## config.mk

```make
export PLATFORM = sky130hd
export DESIGN_NAME = flash_stream_reader
export DESIGN_NICKNAME = d
export VERILOG_FILES = /design/src/rtl/fsr_pkg.sv /design/src/rtl/fsr_tx_shift.sv /design/src/rtl/fsr_rx_shift.sv /design/src/rtl/flash_stream_reader.sv
export SDC_FILE = /design/constraint.sdc
export NUM_CORES = 1
export LEC_CHECK = 0
export ABC_CLOCK_PERIOD_IN_PS = 3800
export CAP_MARGIN = 20
export CORE_ASPECT_RATIO = 1.4
export CORE_MARGIN = 2
export CORE_UTILIZATION = 50
export CTS_BUF_LIST = sky130_fd_sc_hd__clkbuf_8
export CTS_CLUSTER_SIZE = 28
export DETAILED_ROUTE_END_ITERATION = 7
export DONT_BUFFER_PORTS = 1
export GPL_TIMING_DRIVEN = 0
export PLACE_DENSITY = 0.7
export SKIP_CTS_REPAIR_TIMING = 1
export SYNTH_ARGS = -nofsm -noshare
export SYNTH_HDL_FRONTEND = slang
export SYNTH_HIERARCHICAL = 1
export SYNTH_SLANG_ARGS = --single-unit
```

## constraint.sdc

```tcl
create_clock -name clk -period 3.8 [get_ports clk]
set_input_delay 0.38 -clock clk [delete_from_list [all_inputs] [get_ports clk]]
set_output_delay 0.38 -clock clk [all_outputs]
set_load 0.02 [all_outputs]
```

## src/rtl/fsr_pkg.sv

```systemverilog
package fsr_pkg;
    typedef enum logic [1:0] {
        ST_IDLE   = 2'd0,
        ST_HEADER = 2'd1,
        ST_STREAM = 2'd2
    } fsr_state_e;
endpackage

```

## src/rtl/fsr_tx_shift.sv

```systemverilog
// Parallel-load, MSB-first output shifter for the command/address header.
module fsr_tx_shift #(
    parameter int W = 32
) (
    input  logic         clk,
    input  logic         rst_n,
    input  logic         load,
    input  logic         shift,
    input  logic [W-1:0] load_val,
    output logic         msb_o
);
    logic [W-1:0] sh_q;

    always_ff @(posedge clk) begin
        if (!rst_n) begin
            sh_q <= '0;
        end else if (load) begin
            sh_q <= load_val;
        end else if (shift) begin
            sh_q <= {sh_q[W-2:0], 1'b0};
        end
    end

    assign msb_o = sh_q[W-1];

    // a shift never coincides with a load
    p_no_load_shift_r2: assert property (@(posedge clk) disable iff (!rst_n)
        !(load && shift));
endmodule

```

## src/rtl/fsr_rx_shift.sv

```systemverilog
// MSB-first input shifter; flags the sample that completes a byte.
module fsr_rx_shift #(
    parameter int W = 8
) (
    input  logic         clk,
    input  logic         rst_n,
    input  logic         clear,
    input  logic         sample,
    input  logic         din,
    output logic [W-1:0] byte_o,
    output logic         full_o
);
    localparam int CW = $clog2(W);

    logic [W-1:0]  sh_q;
    logic [CW-1:0] cnt_q;

    assign byte_o = {sh_q[W-2:0], din};
    assign full_o = sample && (cnt_q == CW'(W - 1));

    always_ff @(posedge clk) begin
        if (!rst_n || clear) begin
            sh_q  <= '0;
            cnt_q <= '0;
        end else if (sample) begin
            sh_q  <= byte_o;
            cnt_q <= full_o ? '0 : cnt_q + 1'b1;
        end
    end

    // after a clear the bit count restarts from zero
    p_clear_restarts_r9: assert property (@(posedge clk) disable iff (!rst_n)
        clear |=> (cnt_q == '0));
endmodule

```

## src/rtl/flash_stream_reader.sv

```systemverilog
module flash_stream_reader
    import fsr_pkg::*;
#(
    parameter int                ADDR_W  = 24,
    parameter int                DATA_W  = 8,
    parameter int                CMD_W   = 8,
    parameter logic [CMD_W-1:0]  READ_OP = 8'h03
) (
    input  logic              clk,
    input  logic              rst_n,
    input  logic              rd_en,
    input  logic [ADDR_W-1:0] start_addr,
    output logic [DATA_W-1:0] rd_data,
    output logic              rd_valid,
    output logic              flash_cs_n,
    output logic              flash_sclk,
    output logic              flash_mosi,
    input  logic              flash_miso
);
    localparam int HDR_BITS = CMD_W + ADDR_W;
    localparam int HW       = $clog2(HDR_BITS);

    fsr_state_e        state_q, state_d;
    logic [HW-1:0]     bit_q;
    logic              sclk_q, cs_n_q, valid_q;
    logic [DATA_W-1:0] data_q;

    logic              tx_load, tx_shift, tx_msb;
    logic              rx_clear, rx_sample, rx_full;
    logic [DATA_W-1:0] rx_byte;
    logic              hdr_last;

    assign hdr_last  = sclk_q && (bit_q == HW'(HDR_BITS - 1));
    assign tx_load   = (state_q == ST_IDLE) && rd_en;
    assign tx_shift  = (state_q == ST_HEADER) && rd_en && sclk_q;
    assign rx_clear  = (state_q != ST_STREAM) || !rd_en;
    assign rx_sample = (state_q == ST_STREAM) && rd_en && sclk_q;

    fsr_tx_shift #(.W(HDR_BITS)) u_tx (
        .clk      (clk),
        .rst_n    (rst_n),
        .load     (tx_load),
        .shift    (tx_shift),
        .load_val ({READ_OP, start_addr}),
        .msb_o    (tx_msb)
    );

    fsr_rx_shift #(.W(DATA_W)) u_rx (
        .clk    (clk),
        .rst_n  (rst_n),
        .clear  (rx_clear),
        .sample (rx_sample),
        .din    (flash_miso),
        .byte_o (rx_byte),
        .full_o (rx_full)
    );

    // next-state decode
    always_comb begin
        state_d = state_q;
        unique case (state_q)
            ST_IDLE:   if (rd_en) state_d = ST_HEADER;
            ST_HEADER: begin
                if (!rd_en)        state_d = ST_IDLE;
                else if (hdr_last) state_d = ST_STREAM;
            end
            ST_STREAM: if (!rd_en) state_d = ST_IDLE;
            default:   state_d = ST_IDLE;
        endcase
    end

    // state register
    always_ff @(posedge clk) begin
        if (!rst_n) state_q <= ST_IDLE;
        else        state_q <= state_d;
    end

    // registered outputs and bit counter
    always_ff @(posedge clk) begin
        if (!rst_n) begin
            sclk_q  <= 1'b0;
            cs_n_q  <= 1'b1;
            valid_q <= 1'b0;
            data_q  <= '0;
            bit_q   <= '0;
        end else begin
            valid_q <= 1'b0;
            unique case (state_q)
                ST_IDLE: begin
                    sclk_q <= 1'b0;
                    cs_n_q <= !rd_en;
                    bit_q  <= '0;
                end
                ST_HEADER: begin
                    if (!rd_en) begin
                        sclk_q <= 1'b0;
                        cs_n_q <= 1'b1;
                    end else begin
                        sclk_q <= !sclk_q;
                        if (sclk_q) bit_q <= bit_q + 1'b1;
                    end
                end
                ST_STREAM: begin
                    if (!rd_en) begin
                        sclk_q <= 1'b0;
                        cs_n_q <= 1'b1;
                    end else begin
                        sclk_q <= !sclk_q;
                        if (rx_full) begin
                            data_q  <= rx_byte;
                            valid_q <= 1'b1;
                        end
                    end
                end
                default: begin
                    sclk_q <= 1'b0;
                    cs_n_q <= 1'b1;
                end
            endcase
        end
    end

    assign rd_data    = data_q;
    assign rd_valid   = valid_q;
    assign flash_cs_n = cs_n_q;
    assign flash_sclk = sclk_q;
    assign flash_mosi = tx_msb;

    // clock parked low whenever the flash is deselected
    p_sclk_idle_low_r3: assert property (@(posedge clk) disable iff (!rst_n)
        flash_cs_n |-> !flash_sclk);

    // clock toggles every cycle while a transaction continues
    p_sclk_toggles_r3: assert property (@(posedge clk) disable iff (!rst_n)
        (state_q != ST_IDLE && rd_en) |=> (flash_sclk != $past(flash_sclk)));

    // MOSI steady across each rising SCLK edge
    p_mosi_stable_r4: assert property (@(posedge clk) disable iff (!rst_n)
        (!flash_cs_n && $rose(flash_sclk)) |-> $stable(flash_mosi));

    // strobe lasts a single clock
    p_valid_pulse_r7: assert property (@(posedge clk) disable iff (!rst_n)
        rd_valid |=> !rd_valid);

    // enable low closes the bus and suppresses any strobe
    p_abort_closes_r9: assert property (@(posedge clk) disable iff (!rst_n)
        !rd_en |=> (flash_cs_n && !flash_sclk && !rd_valid));
endmodule

```

# Word-level counts from Yosys, hierarchy flattened
# Cells that the tools add are included.
dict set report word_totals {
  wordCells 60
  reg_bits 60
  out_inout_bits 12
  input_bits 28
}
dict set report classes {
  eq_ne 11
  bitwise_logic 1
  mux 14
  addsub 2
  n_reduce_logical 22
}
# cell count
set ops {}
lappend ops {{$mux 26} 2}
lappend ops {{$reduce_and 3->1} 5}
lappend ops {{$ne 2x2->1 const B} 6}
lappend ops {{$mux 5} 2}
lappend ops {{$pmux 5 s2} 1}
lappend ops {{$mux 2} 4}
lappend ops {{$logic_and 1x1->1} 7}
lappend ops {{$pmux 2 s3} 1}
lappend ops {{$add 5x1->5 const B} 1}
lappend ops {{$eq 5x5->1 const B} 1}
lappend ops {{$reduce_bool 2->1} 2}
lappend ops {{$reduce_or 2->1} 2}
lappend ops {{$add 3x1->3 const B} 1}
lappend ops {{$eq 3x3->1 const B} 1}
lappend ops {{$logic_not 1->1} 3}
lappend ops {{$mux 3} 1}
lappend ops {{$ne 3x3->1 const B} 1}
lappend ops {{$eq 2x1->1 const B} 1}
lappend ops {{$eq 2x2->1 const B} 1}
lappend ops {{$logic_not 2->1} 1}
lappend ops {{$logic_or 1x1->1} 2}
lappend ops {{$mux 1} 2}
lappend ops {{$pmux 1 s2} 1}
lappend ops {{$not 1->1} 1}

# Longest topological paths before layout
dict set report depth {
  ltp_word 5
  ltp_mapped 9
  mapped_depth_nobuf 7
}

# Modules after synthesis
# Netlist, hierarchy kept.
# module area_per_inst_um2 cells_per_inst instances seq_area_each_um2
set by_module_without_submodules {}
lappend by_module_without_submodules {fsr_tx_shift 1724.2 141 1 640.6}
lappend by_module_without_submodules {flash_stream_reader 830.8 97 1 360.3}
lappend by_module_without_submodules {fsr_rx_shift 405.4 39 1 200.2}

# Least setup slack after synthesis
# OpenSTA, ideal clock, no wires.
dict set report synth_timing {
  path_type {register to register}
  start {register state_q[1]}
  end {register u_tx.sh_q[10]}
  setup_slack_ps 2061
  required_time_ps 3684
  setup_time_ps 116
  n_path_buf 2
  t_arrival_ps 1623
  synth_period_minus_slack_ps 1739
  stages_incl_launch_ff 9
  cell_sequence {dfxtp_1 > inv_1 > ha_1 > nand3_2 > inv_1 > buf_6 > buf_6 > mux2_4 > o211a_1}
}
dict set report synth_between {
  elab_chain_len 4
  word_cells_on_any_way 7
  cone_classes {eq/ne (1); mux (1); reduce/logical (5)}
}
# element line_no
set synth_rtl {}
lappend synth_rtl {{start, declared} flash_stream_reader.sv:23} ;# fsr_state_e state_q, state_d;
lappend synth_rtl {{start signal, assigned} flash_stream_reader.sv:75} ;# else state_q <= state_d;
lappend synth_rtl {{$eq 2x1->1} flash_stream_reader.sv:35} ;# assign tx_shift = (state_q == ST_HEADER) && rd_en && sclk_q;
lappend synth_rtl {{$logic_and 1x1->1 (2 in series)} flash_stream_reader.sv:35}
lappend synth_rtl {{named net tx_shift} flash_stream_reader.sv:28} ;# logic tx_load, tx_shift, tx_msb;
lappend synth_rtl {{$reduce_bool 2->1 (no line)} n/a}
lappend synth_rtl {{end signal, assigned} fsr_tx_shift.sv:18} ;# sh_q <= load_val;
lappend synth_rtl {{end signal, assigned} fsr_tx_shift.sv:20} ;# sh_q <= {sh_q[W-2:0], 1'b0};
lappend synth_rtl {{end, declared} fsr_tx_shift.sv:12} ;# logic [W-1:0] sh_q;
# The timed path passes the listed nets, and every way through them passes these cells.
# A chain may end at the register's enable or synchronous reset.

# Final worst setup path
dict set report layout_timing {
  start {register state_q[1]}
  end {register u_tx.sh_q[1]}
}
# The elaborated chain is that of the path after synthesis.

==> impl_metrics.py <==
metrics = {
    "timing": {
        "finalHoldViolCount": 0,
        "final-max-slew-violation-count": 0,
        "finalSetupViolCount": 0,
        "period_share_pct": 51.8,
        "fin_tns_setup_ps": 0,
        "period_needed_ps": 1970,
        "skew_ps": 8.20,
        "fmax_mhz": 508,
        "rsz0062_at_grt": "false",
    },
    "cts": {
        "htreeDepth": 3,
        "insertion_delay_ps": 330,
        "cts_inserted_buffers": 9,
        "cts.clk_slew.worst_paths_ps": 60,
        "clockBufferDepth": 2,
        "cts_tree": "done",
        "cts_sinks": 60,
        "cts_root_buf": "clkbuf_8",
    },
    "global_routing": {
        "antenna_found_initial": 0,
        "track_usage_pct": 17.3,
        "grt_pass1_wl_um": 8950,
        "overflow": 0,
        "grt_pass1_vias": 1998,
        "grt_start_max_net_pins": 12,
    },
    "drt": {
        "vias": 1962,
        "viasPerCell": 5.35,
        "post_drt_wl_per_cell_um": 14.3,
        "wirelength_um": 5240,
        "ant_nets": 0,
        "first_pass_iters": 4,
        "drt_iter0_markers": 89,
        "drc": 0,
    },
    "worst_hold_path": {
        "hold_class": "in -> reg",
        "hold_path_depth": 1,
    },
    "place": {
        "place_hpwl_um": 3730,
        "portBuffers": 0,
        "place_congestion": 0.781,
    },
    "final_layout": {
        "antenna_cells": 0,
        "final_core_utilization_pct": 56.1,
        "drive_gt1_share_pct": 20.9,
        "fill_cells": 534,
        "seqCellArea_um2": 1200,
        "multi_input_area_um2": 1650,
        "nets": 329,
        "area_growth_pct": 9.64,
    },
    "run_status": {
        "status": "complete, no violations",
    },
    "yosys": {
        "ys_types": 38,
        "synth-seq-cells": 60,
        "yosysTopAreaCell": "dfxtp_1",
        "ys_top_cells_by_area": "dfxtp_1, mux2_4, o211a_1, nand2b_1, nand2_1",
        "synth_edf_count": 0,
        "ys_warn_count": 6,
        "async_flop_share_pct": 0,
        "netlist_area_um2": 2960,
        "synthFlopType": "dfxtp_1",
        "yosys.area.top_type_share_pct": 40.6,
        "synth.yosys.seq_area_share_pct": 40.6,
        "synth_cells": 277,
        "syn_avg_cell_area_um2": 10.7,
    },
    "floorplan": {
        "die_h_um": 95.0,
        "coreArea_um2": 5780,
        "start_util_pct": 51.2,
        "io_pins": 40,
        "dieArea_um2": 6560,
        "num_rows": 33,
        "die_width_um": 69.0,
    },
    "critical_path": {
        "critical_path_class": "reg -> reg",
        "startpoint_type": "flip-flop",
        "cp.required_ps": 4020,
        "rr_worst_depth": 8,
        "crit_fanout": 10,
        "cp-end-kind": "flip-flop",
        "worstPathArrival_ps": 2190,
    },
    "run": {
        "maxCapViolCount": 0,
    },
    "pwr": {
        "p_leak_uw": 0.00153,
        "p_per_area_nw_per_um2": 484,
        "ir_drop_v": 0.000327,
    },
}
[sequential cells by signal, summed over array words and instances (netlist names)]
| signal | count |
|---|---|
| flash_cs_n | 1 |
| u_rx/sh_q | 7 |
| bit_q | 5 |
| rd_valid | 1 |
| rd_data | 8 |
| state_q | 2 |
| u_rx/cnt_q | 3 |
| flash_sclk | 1 |
| u_tx/sh_q | 32 |
[kinds of logic (layout without fill, tap and decap cells)]
logic type	after synthesis	count (layout)	synth area share [%]
buf+inv	23	37	4.61
simple gates	90	90	16.9
fa+ha+maj	7	7	2.96
other cells	2	8	0.254
flops	60	60	40.6
compound gates	54	54	15.9
mux	40	40	18.6
xor+xnor	1	1	0.296
[metal layers]
metal | up-vias | wire length (um) | GRT usage (%)
met3 | 10 | 230 | 3.81
met5 | - | 0 | 0
met1 | 913 | 2280 | 19.2
li1 | 993 | - | -
met4 | 0 | 138 | 10.8
met2 | 46 | 2590 | 30.1
[per-stage QoR]
step           worst slack, ps  hold WS, ps  std cells  total power (uW)  area (um2)
3_3_place_gp              1870          456        353              1070        3070
3_5_place_dp              1830          459        353              1080        3070
2_1_floorplan             2060          440        283              1020        2980
6_report                  1830          183        367              1570        3250
5_1_grt                   1620          177        367              1660        3250
4_1_cts                   1820          171        367              1600        3250
[area by class of cell]
type	instances	area share, %
buffer	20	3.86
multi-input combinational	200	50.7
inverter	3	0.347
clock inverter	2	0.308
tap	70	2.70
sequential	60	37.0
clock buffer	12	5.09
[worst max-delay path, cell delays in order, from the launching register on]
cell	delay (ps)
dfxtp_1	330
inv_1	80
ha_1	290
nand3_2	180
inv_1	150
buf_6	140
buf_6	170
mux2_4	310
o211a_1	210
[synthesized netlist by cell type (all sizes together) (3+ instances only)]
cell    number
mux2        32
mux2i        8
a21boi      11
o211a       31
clkbuf       8
buf         12
nand3        6
or2b        10
ha           7
a21oi        3
inv          3
and3         5
nand2b      25
dfxtp       60
and2         3
nand2       26
nor2         9
[placed cells by master (no fill, tap or decap), types with 2 or more instances in the layout]
cell / Yosys / routed
o22ai_1: 2 / 2
or2b_1: 10 / 10
and3_1: 4 / 4
clkinv_2: 0 / 2
buf_2: 4 / 4
conb_1: 2 / 8
o211a_1: 31 / 31
nand2b_1: 24 / 24
inv_1: 3 / 3
clkbuf_8: 0 / 12
dfxtp_1: 60 / 60
clkbuf_1: 8 / 8
nand3_1: 5 / 5
a21boi_0: 10 / 10
a21oi_1: 3 / 3
mux2i_1: 8 / 8
buf_4: 4 / 4
nor2_1: 9 / 9
buf_6: 4 / 4
nand2_1: 26 / 26
and2_1: 3 / 3
a31oi_1: 2 / 2
or3b_1: 2 / 2
mux2_2: 3 / 3
mux2_4: 29 / 29
ha_1: 7 / 7
[power breakdown]
part | switching (uW) | total (uW) | internal, uW | leakage, uW
registers | 45.9 | 744 | 698 | 0.000491
clock network | 224 | 504 | 280 | 0.0000941
logic | 140 | 324 | 184 | 0.000949
total | 410 | 1570 | 1160 | 0.00153
[worst paths after layout]
kind,start,to,slack [ps]
setup / recovery,state_q[1],u_tx/sh_q[1],1830
setup reg to reg,state_q[1],u_tx/sh_q[1],1830
hold / removal,rst_n,u_tx/sh_q[29],180
hold reg to reg,u_rx/sh_q[6],rd_data[7],470
Power figures use the tool's default switching activity.
